$ cat src/rtl/gmp_pkg.sv
package gmp_pkg;
  localparam int PIN_COUNT  = 32;
  localparam int DATA_W     = 32;
  localparam int HALF_W     = DATA_W / 2;
  localparam int NUM_HALVES = PIN_COUNT / HALF_W;

  typedef enum logic [1:0] {
    RD_ZERO = 2'd0,
    RD_DIR  = 2'd1,
    RD_OUT  = 2'd2,
    RD_PAD  = 2'd3
  } rdSel_e;

  typedef struct packed {
    logic                  dirSet;
    logic                  dirClr;
    logic [NUM_HALVES-1:0] outWr;
    logic                  rdEn;
    rdSel_e                rdSel;
  } strobe_t;
endpackage

$ cat src/rtl/gmp_ctrl.sv
module gmp_ctrl
  import gmp_pkg::*;
#(
  parameter int ADDR_W = 8
) (
  input  logic              clk,
  input  logic              rst_n,
  input  logic              busValid,
  input  logic              busWrite,
  input  logic [ADDR_W-1:0] busAddr,
  output strobe_t           strb
);
  localparam logic [ADDR_W-1:0] OFS_DIR_SET = ADDR_W'(8'h00);
  localparam logic [ADDR_W-1:0] OFS_DIR_CLR = ADDR_W'(8'h04);
  localparam logic [ADDR_W-1:0] OFS_OUT_LO  = ADDR_W'(8'h08);
  localparam logic [ADDR_W-1:0] OFS_PAD_IN  = ADDR_W'(8'h10);
  localparam int              HALF_STEP   = 4;

  logic hitDirSet, hitDirClr, hitPad;
  logic [NUM_HALVES-1:0] hitOut;

  assign hitDirSet = (busAddr == OFS_DIR_SET);
  assign hitDirClr = (busAddr == OFS_DIR_CLR);
  assign hitPad    = (busAddr == OFS_PAD_IN);

  for (genvar h = 0; h < NUM_HALVES; h++) begin : g_outHit
    assign hitOut[h] = (busAddr == OFS_OUT_LO + ADDR_W'(h * HALF_STEP));
  end

  logic wrReq, rdReq;
  assign wrReq = busValid && busWrite;
  assign rdReq = busValid && !busWrite;

  always_comb begin
    strb        = '0;
    strb.dirSet = wrReq && hitDirSet;
    strb.dirClr = wrReq && hitDirClr;
    strb.outWr  = wrReq ? hitOut : '0;
    strb.rdEn   = rdReq;
    if (hitDirSet || hitDirClr) strb.rdSel = RD_DIR;
    else if (|hitOut)           strb.rdSel = RD_OUT;
    else if (hitPad)            strb.rdSel = RD_PAD;
    else                        strb.rdSel = RD_ZERO;
  end

  // reads never raise a state-changing strobe
  p_read_no_write_r9: assert property (@(posedge clk) disable iff (!rst_n)
    (busValid && !busWrite) |-> !(strb.dirSet || strb.dirClr || (|strb.outWr)));
  // at most one state-changing strobe per access
  p_single_target_r3: assert property (@(posedge clk) disable iff (!rst_n)
    $onehot0({strb.dirSet, strb.dirClr, strb.outWr}));
endmodule

$ cat src/rtl/gmp_datapath.sv
module gmp_datapath
  import gmp_pkg::*;
#(
  parameter int SYNC_STAGES = 2
) (
  input  logic                 clk,
  input  logic                 rst_n,
  input  strobe_t              strb,
  input  logic [DATA_W-1:0]    wdata,
  output logic [DATA_W-1:0]    rdata,
  input  logic [PIN_COUNT-1:0] padIn,
  output logic [PIN_COUNT-1:0] padOe,
  output logic [PIN_COUNT-1:0] padOut
);
  logic [PIN_COUNT-1:0] dirReg;
  logic [HALF_W-1:0]    outHalf [NUM_HALVES];
  logic [PIN_COUNT-1:0] syncQ   [SYNC_STAGES];
  logic [HALF_W-1:0]    wrMask, wrVal;

  assign wrMask = wdata[DATA_W-1:HALF_W];
  assign wrVal  = wdata[HALF_W-1:0];

  // direction: set and clear strobes never coincide
  always_ff @(posedge clk or negedge rst_n) begin
    if (!rst_n)           dirReg <= '0;
    else if (strb.dirSet) dirReg <= dirReg | wdata;
    else if (strb.dirClr) dirReg <= dirReg & ~wdata;
  end

  // output values: one masked register per half-word
  for (genvar h = 0; h < NUM_HALVES; h++) begin : g_outHalf
    always_ff @(posedge clk or negedge rst_n) begin
      if (!rst_n)             outHalf[h] <= '0;
      else if (strb.outWr[h]) outHalf[h] <= (outHalf[h] & ~wrMask) | (wrVal & wrMask);
    end
    assign padOut[h*HALF_W +: HALF_W] = outHalf[h];
  end

  // input synchronizer
  always_ff @(posedge clk or negedge rst_n) begin
    if (!rst_n) begin
      for (int s = 0; s < SYNC_STAGES; s++) syncQ[s] <= '0;
    end else begin
      syncQ[0] <= padIn;
      for (int s = 1; s < SYNC_STAGES; s++) syncQ[s] <= syncQ[s-1];
    end
  end

  assign padOe = dirReg;

  always_ff @(posedge clk or negedge rst_n) begin
    if (!rst_n) rdata <= '0;
    else if (strb.rdEn) begin
      unique case (strb.rdSel)
        RD_DIR:  rdata <= dirReg;
        RD_OUT:  rdata <= padOut;
        RD_PAD:  rdata <= syncQ[SYNC_STAGES-1];
        default: rdata <= '0;
      endcase
    end
  end

  p_dir_set_r1: assert property (@(posedge clk) disable iff (!rst_n)
    strb.dirSet |=> ((padOe & $past(wdata)) == $past(wdata)));
  p_dir_set_keep_r1: assert property (@(posedge clk) disable iff (!rst_n)
    strb.dirSet |=> ((padOe & ~$past(wdata)) == ($past(padOe) & ~$past(wdata))));
  p_dir_clr_r2: assert property (@(posedge clk) disable iff (!rst_n)
    strb.dirClr |=> ((padOe & $past(wdata)) == '0));
  p_lo_mask_r4: assert property (@(posedge clk) disable iff (!rst_n)
    strb.outWr[0] |=> (((padOut ^ $past(padOut)) &
                        ~{{HALF_W{1'b0}}, $past(wdata[DATA_W-1:HALF_W])}) == '0));
  p_hi_mask_r4: assert property (@(posedge clk) disable iff (!rst_n)
    strb.outWr[1] |=> (((padOut ^ $past(padOut)) &
                        ~{$past(wdata[DATA_W-1:HALF_W]), {HALF_W{1'b0}}}) == '0));
  p_out_hold_r6: assert property (@(posedge clk) disable iff (!rst_n)
    !(|strb.outWr) |=> $stable(padOut));
  p_dir_hold_r9: assert property (@(posedge clk) disable iff (!rst_n)
    !(strb.dirSet || strb.dirClr) |=> $stable(padOe));
  p_rd_hold_r10: assert property (@(posedge clk) disable iff (!rst_n)
    !strb.rdEn |=> $stable(rdata));
endmodule

$ cat src/rtl/gpio_mask_port.sv
module gpio_mask_port
  import gmp_pkg::*;
#(
  parameter int ADDR_W      = 8,
  parameter int SYNC_STAGES = 2
) (
  input  logic                 clk,
  input  logic                 rst_n,
  input  logic                 busValid,
  input  logic                 busWrite,
  input  logic [ADDR_W-1:0]    busAddr,
  input  logic [DATA_W-1:0]    busWdata,
  output logic [DATA_W-1:0]    busRdata,
  input  logic [PIN_COUNT-1:0] padIn,
  output logic [PIN_COUNT-1:0] padOe,
  output logic [PIN_COUNT-1:0] padOut
);
  strobe_t strb;

  gmp_ctrl #(.ADDR_W(ADDR_W)) u_ctrl (
    .clk(clk), .rst_n(rst_n), .busValid(busValid), .busWrite(busWrite),
    .busAddr(busAddr), .strb(strb)
  );

  gmp_datapath #(.SYNC_STAGES(SYNC_STAGES)) u_dp (
    .clk(clk), .rst_n(rst_n), .strb(strb), .wdata(busWdata), .rdata(busRdata),
    .padIn(padIn), .padOe(padOe), .padOut(padOut)
  );
endmodule

$ cat config.mk
export PLATFORM = sky130hd
export DESIGN_NAME = gpio_mask_port
export DESIGN_NICKNAME = d
export VERILOG_FILES = /design/src/rtl/gmp_pkg.sv /design/src/rtl/gmp_ctrl.sv /design/src/rtl/gmp_datapath.sv /design/src/rtl/gpio_mask_port.sv
export SDC_FILE = /design/constraint.sdc
export NUM_CORES = 1
export LEC_CHECK = 0
export ABC_CLOCK_PERIOD_IN_PS = 1300
export BUFFER_PORTS_ARGS = -buffer_cell sky130_fd_sc_hd__buf_2
export CAP_MARGIN = 20
export CELL_PAD_IN_SITES_DETAIL_PLACEMENT = 1
export CELL_PAD_IN_SITES_GLOBAL_PLACEMENT = 2
export CORE_ASPECT_RATIO = 0.7
export CORE_UTILIZATION = 34
export DETAILED_ROUTE_END_ITERATION = 10
export PLACE_DENSITY_LB_ADDON = 0.1
export SETUP_SLACK_MARGIN = 0.2
export SKIP_LAST_GASP = 1
export SYNTH_ARGS = -nofsm -noshare
export SYNTH_HDL_FRONTEND = slang
export SYNTH_SLANG_ARGS = --single-unit
$ cat constraint.sdc
create_clock -name clk -period 1.3 [get_ports clk]
set_clock_uncertainty 0.2 [all_clocks]
set_input_delay 0.26 -clock clk [delete_from_list [all_inputs] [get_ports clk]]
set_output_delay 0.26 -clock clk [all_outputs]
set_load 0.01 [all_outputs]
# After elaboration in Yosys (flattened, before gate mapping)
# Index checks and enable logic that the tools add are counted.
# Widths: inputs -> output; s select.
# totals
reg_bits	160
inputBits	76
output_inout_bits	96
# classes
n_eq_ne	7
mux	7
bitwise	9
reduce_logical	9
# op_table
operator	n
$pmux 32 s3	1
$mux 32	2
$and 16x16->16	3
$and 32x32->32	1
$not 32->32	1
$or 16x16->16	2
$or 32x32->32	1
$eq 8x4->1 const B	2
$not 16->16	1
$eq 8x3->1 const B	1
$eq 8x5->1 const B	1
$logic_not 8->1	1
$mux 2	4
$eq 2x2->1 const B	2
$logic_and 1x1->1	4
$eq 2x1->1 const B	1
$reduce_bool 2->1	1
$reduce_or 2->1	1
$logic_not 1->1	1
$logic_or 1x1->1	1

# Logic depth before layout (Yosys ltp)
# depth
ltp_word	6
depth_mapped	7
mapped_depth_nobuf	3

# By module
# A second synthesis with hierarchy kept.
# hier_totals
cells_unflattened	462
area_unflattened_um2	6241.0
# modules_own_cells
module	instances	cells_per_inst	area_each_um2
gmp_datapath	1	447	6110.9
gmp_ctrl	1	15	130.1

# Worst setup path after synthesis
# OpenSTA, ideal clock, no wires.
# synth_path
kind	in2reg
startpoint	in busWrite
endpoint	reg with a tool-made name
setup_ps	96
arrival_ps	1635
required_time_ps	1004
setup_slack_ps	-630
stages	7
n_path_buf	4
path_cell_list	buf_2 -> or4b_1 -> clkbuf_1 -> or2_1 -> buf_2 -> buf_6 -> o31ai_1
# synth_rtl
item	line_no	source
start: declaration	gpio_mask_port.sv:10	input logic busWrite,

==> results.sh <==
export IMPL_hold_class="input pin to register"
export IMPL_ant_nets=0
export IMPL_io_pin_count=172
export IMPL_drt_wl_total_um=28200
export IMPL_synth_fa_ha_area_frac=0
export IMPL_nNetsFinal=1028
export IMPL_synthDistinctLibCells=25
export IMPL_final_cell_mix="dfrtp_1, buf_2, buf_4"
export IMPL_layout_commonest_cell="dfrtp_1"
export IMPL_hold_worst_slack_ns=-0.0661
export IMPL_synth_compound_area_frac=0.119
export IMPL_die_h_um=122
export IMPL_vdd_drop_max_v=0.000737
export IMPL_crit_fanout=32
export IMPL_fin_util=0.604
export IMPL_worstSetupStartpointType="input pin"
export IMPL_syn_nets=660
export IMPL_finalSetupViolations=192
export IMPL_power_density_nw_per_um2=1010
export IMPL_syn_area_um2=6950
export IMPL_yosysSeqAreaShare=0.576
export IMPL_drc=0
export IMPL_cts_tree="built"
export IMPL_grt_util_all_layers=0.261
export IMPL_drtPass1Iterations=4
export IMPL_cp_end_kind="register"
export IMPL_grt_overflow_total=0
export IMPL_tightest_slew_ns=0.513
export IMPL_hold_viol=10
export IMPL_dieArea_um2=21000
export IMPL_antenna_found_initial=3
export IMPL_grt_pass1_vias=6954
export IMPL_fin_ws_ns=-0.330
export IMPL_worstPathRequired_ns=1.39
export IMPL_yosys_area_share_xor_xnor=0
export IMPL_gp_congestion=0.895
export IMPL_initial_core_util=0.349
export IMPL_grt_pass1_wl_um=41100
export IMPL_h_tree_depth=4
export IMPL_maxSlewViolCount=0
export IMPL_drv_cap=0
export IMPL_worstSkewPairLatency_ns=0.43
export IMPL_synth_simple_area_share=0.154
export IMPL_route_detailed_wl_per_inst_um=22.7
export IMPL_layout_drive_gt1_share=0.591
export IMPL_synthCells=584
export IMPL_cts_root_buf="clkbuf_16"
export IMPL_die_width_um=173
export IMPL_crit_type="input pin to register"
export IMPL_arrival_ns=1.72
export IMPL_period_share=1.25
export IMPL_synth_top_family_by_area="simple AND/OR/NAND/NOR gates"
export IMPL_fill_cells=2034
export IMPL_via_per_inst=5.38
export IMPL_clock_sinks=160
export IMPL_dp_hpwl_um=16500
export IMPL_area_growth_pct=73.2
export IMPL_rsz0062_at_grt="yes"
export IMPL_avgSynthCellArea_um2=11.9
export IMPL_hold_buffers=40
export IMPL_leakage_nw=5.64
export IMPL_core_area_um2=19900
export IMPL_timing_fmax_mhz=614
export IMPL_max_slew_margin=0.658
export IMPL_status="finished, violations left"
export IMPL_port_buffer_count=171
export IMPL_grt_max_degree=41
export IMPL_clockBufferDepth=2
export IMPL_drtIter0Drc=403
export IMPL_fin_crit_ns=1.63
export IMPL_ys_seq_elements=160
export IMPL_cts_buffers=17
export IMPL_yosys_warnings=0
export IMPL_row_count=43
export IMPL_synthMuxAreaShare=0.104
export IMPL_vias=6660
export IMPL_violations="negative hold slack, negative setup slack"
export IMPL_path_clk_slew_ns=0.07
export IMPL_place_ws_ns=-0.920
layer usage:
layer / share of wire / global-route usage
met1: 0.44 / 0.357
met2: 0.48 / 0.414
met3: 0.056 / 0.0577
met4: 0.021 / 0.0857
met5: 0 / 0
metrics by stage:
stage / instances / instance area [um2] / power (mW) / setup TNS (ns)
finish: 1239 / 12000 / 12.2 / -34.44
global route: 1239 / 12000 / 12.6 / -40.32
CTS: 1204 / 11300 / 12.0 / -30.20
detailed placement: 1045 / 8990 / 6.82 / -63.88
global placement: 1045 / 8990 / 6.77 / -60.58
floorplan: 584 / 7350 / 6.01 / -37.72
kinds of logic after synthesis:
| family | Yosys count |
|---|---|
| and+or+nand+nor | 184 |
| DFF | 160 |
| AOI/OAI and AO/OA | 96 |
| buffers and inverters | 80 |
| muxes | 64 |
critical path: stages:
cell and delay (ns):
buf_6 0.09, or4b_4 0.54, buf_6 0.26, o31ai_1 0.37
o31ai_1 0.16
timing repair:
action | CTS | global route
gates cloned | 8 | 1
gates resized for setup | 98 | 80
endpoints found under the setup margin | 192 | 211
setup buffers | 79 | 30
hold endpoints to repair | 232 | 9
pin swaps | 11 | 23
final cells by class:
cell class	count	area, um2	area share
repair buffers	412	3540	0.294
well taps	270	338	0.0281
inverters	17	63.8	0.00530
diodes	4	10.0	0.000832
clock buffers	18	429	0.0357
flip-flops and latches	160	4010	0.333
clock inverters	14	123	0.0102
multi-input cells	344	3520	0.293
final timing paths:
path / depth (start not counted) / endpoint / startpoint / slack, ns
min: 2 / register / busWdata[2] / -0.07
max reg2reg: 5 / u_dp.rdata[10] / register / -0.14
min reg2reg: 0 / u_dp.syncQ[10] / u_dp.syncQ[42] / 0.14
max in group asynchronous: 3 / u_dp.syncQ[28] / rst_n / 0.30
max: 5 / register / busAddr[4] / -0.33
min in group asynchronous: 2 / u_dp.syncQ[8] / rst_n / 0.06
cells in the mapped netlist:
library cell	instances	area [um2]
a31oi_1	32	200
and4_1	16	140
and4b_1	16	160
buf_1	6	22.5
buf_2	3	15.0
buf_6	3	33.8
clkbuf_1	51	191
dfrtp_1	160	4000
inv_1	17	63.8
mux2_1	8	90.1
mux2_2	56	631
nand2_1	16	60.1
nand3_1	64	320
nand4_1	32	200
nor2_1	33	124
nor2b_1	1	6.26
nor4_1	1	6.26
nor4_4	1	21.3
nor4b_1	1	8.76
o31ai_1	32	240
o41ai_1	18	158
o41ai_2	14	228
or2_1	1	6.26
or4_1	1	7.51
or4b_1	1	10.0
where the power goes:
| part | internal, mW | leakage, nW | total [mW] | switching [mW] |
|---|---|---|---|---|
| combinational | 0.941 | 3.35 | 1.95 | 1.01 |
| sequential | 5.23 | 2.02 | 5.37 | 0.139 |
| clock | 2.52 | 0.271 | 4.83 | 2.31 |
Note: power is estimated with default switching activity, not from simulation.
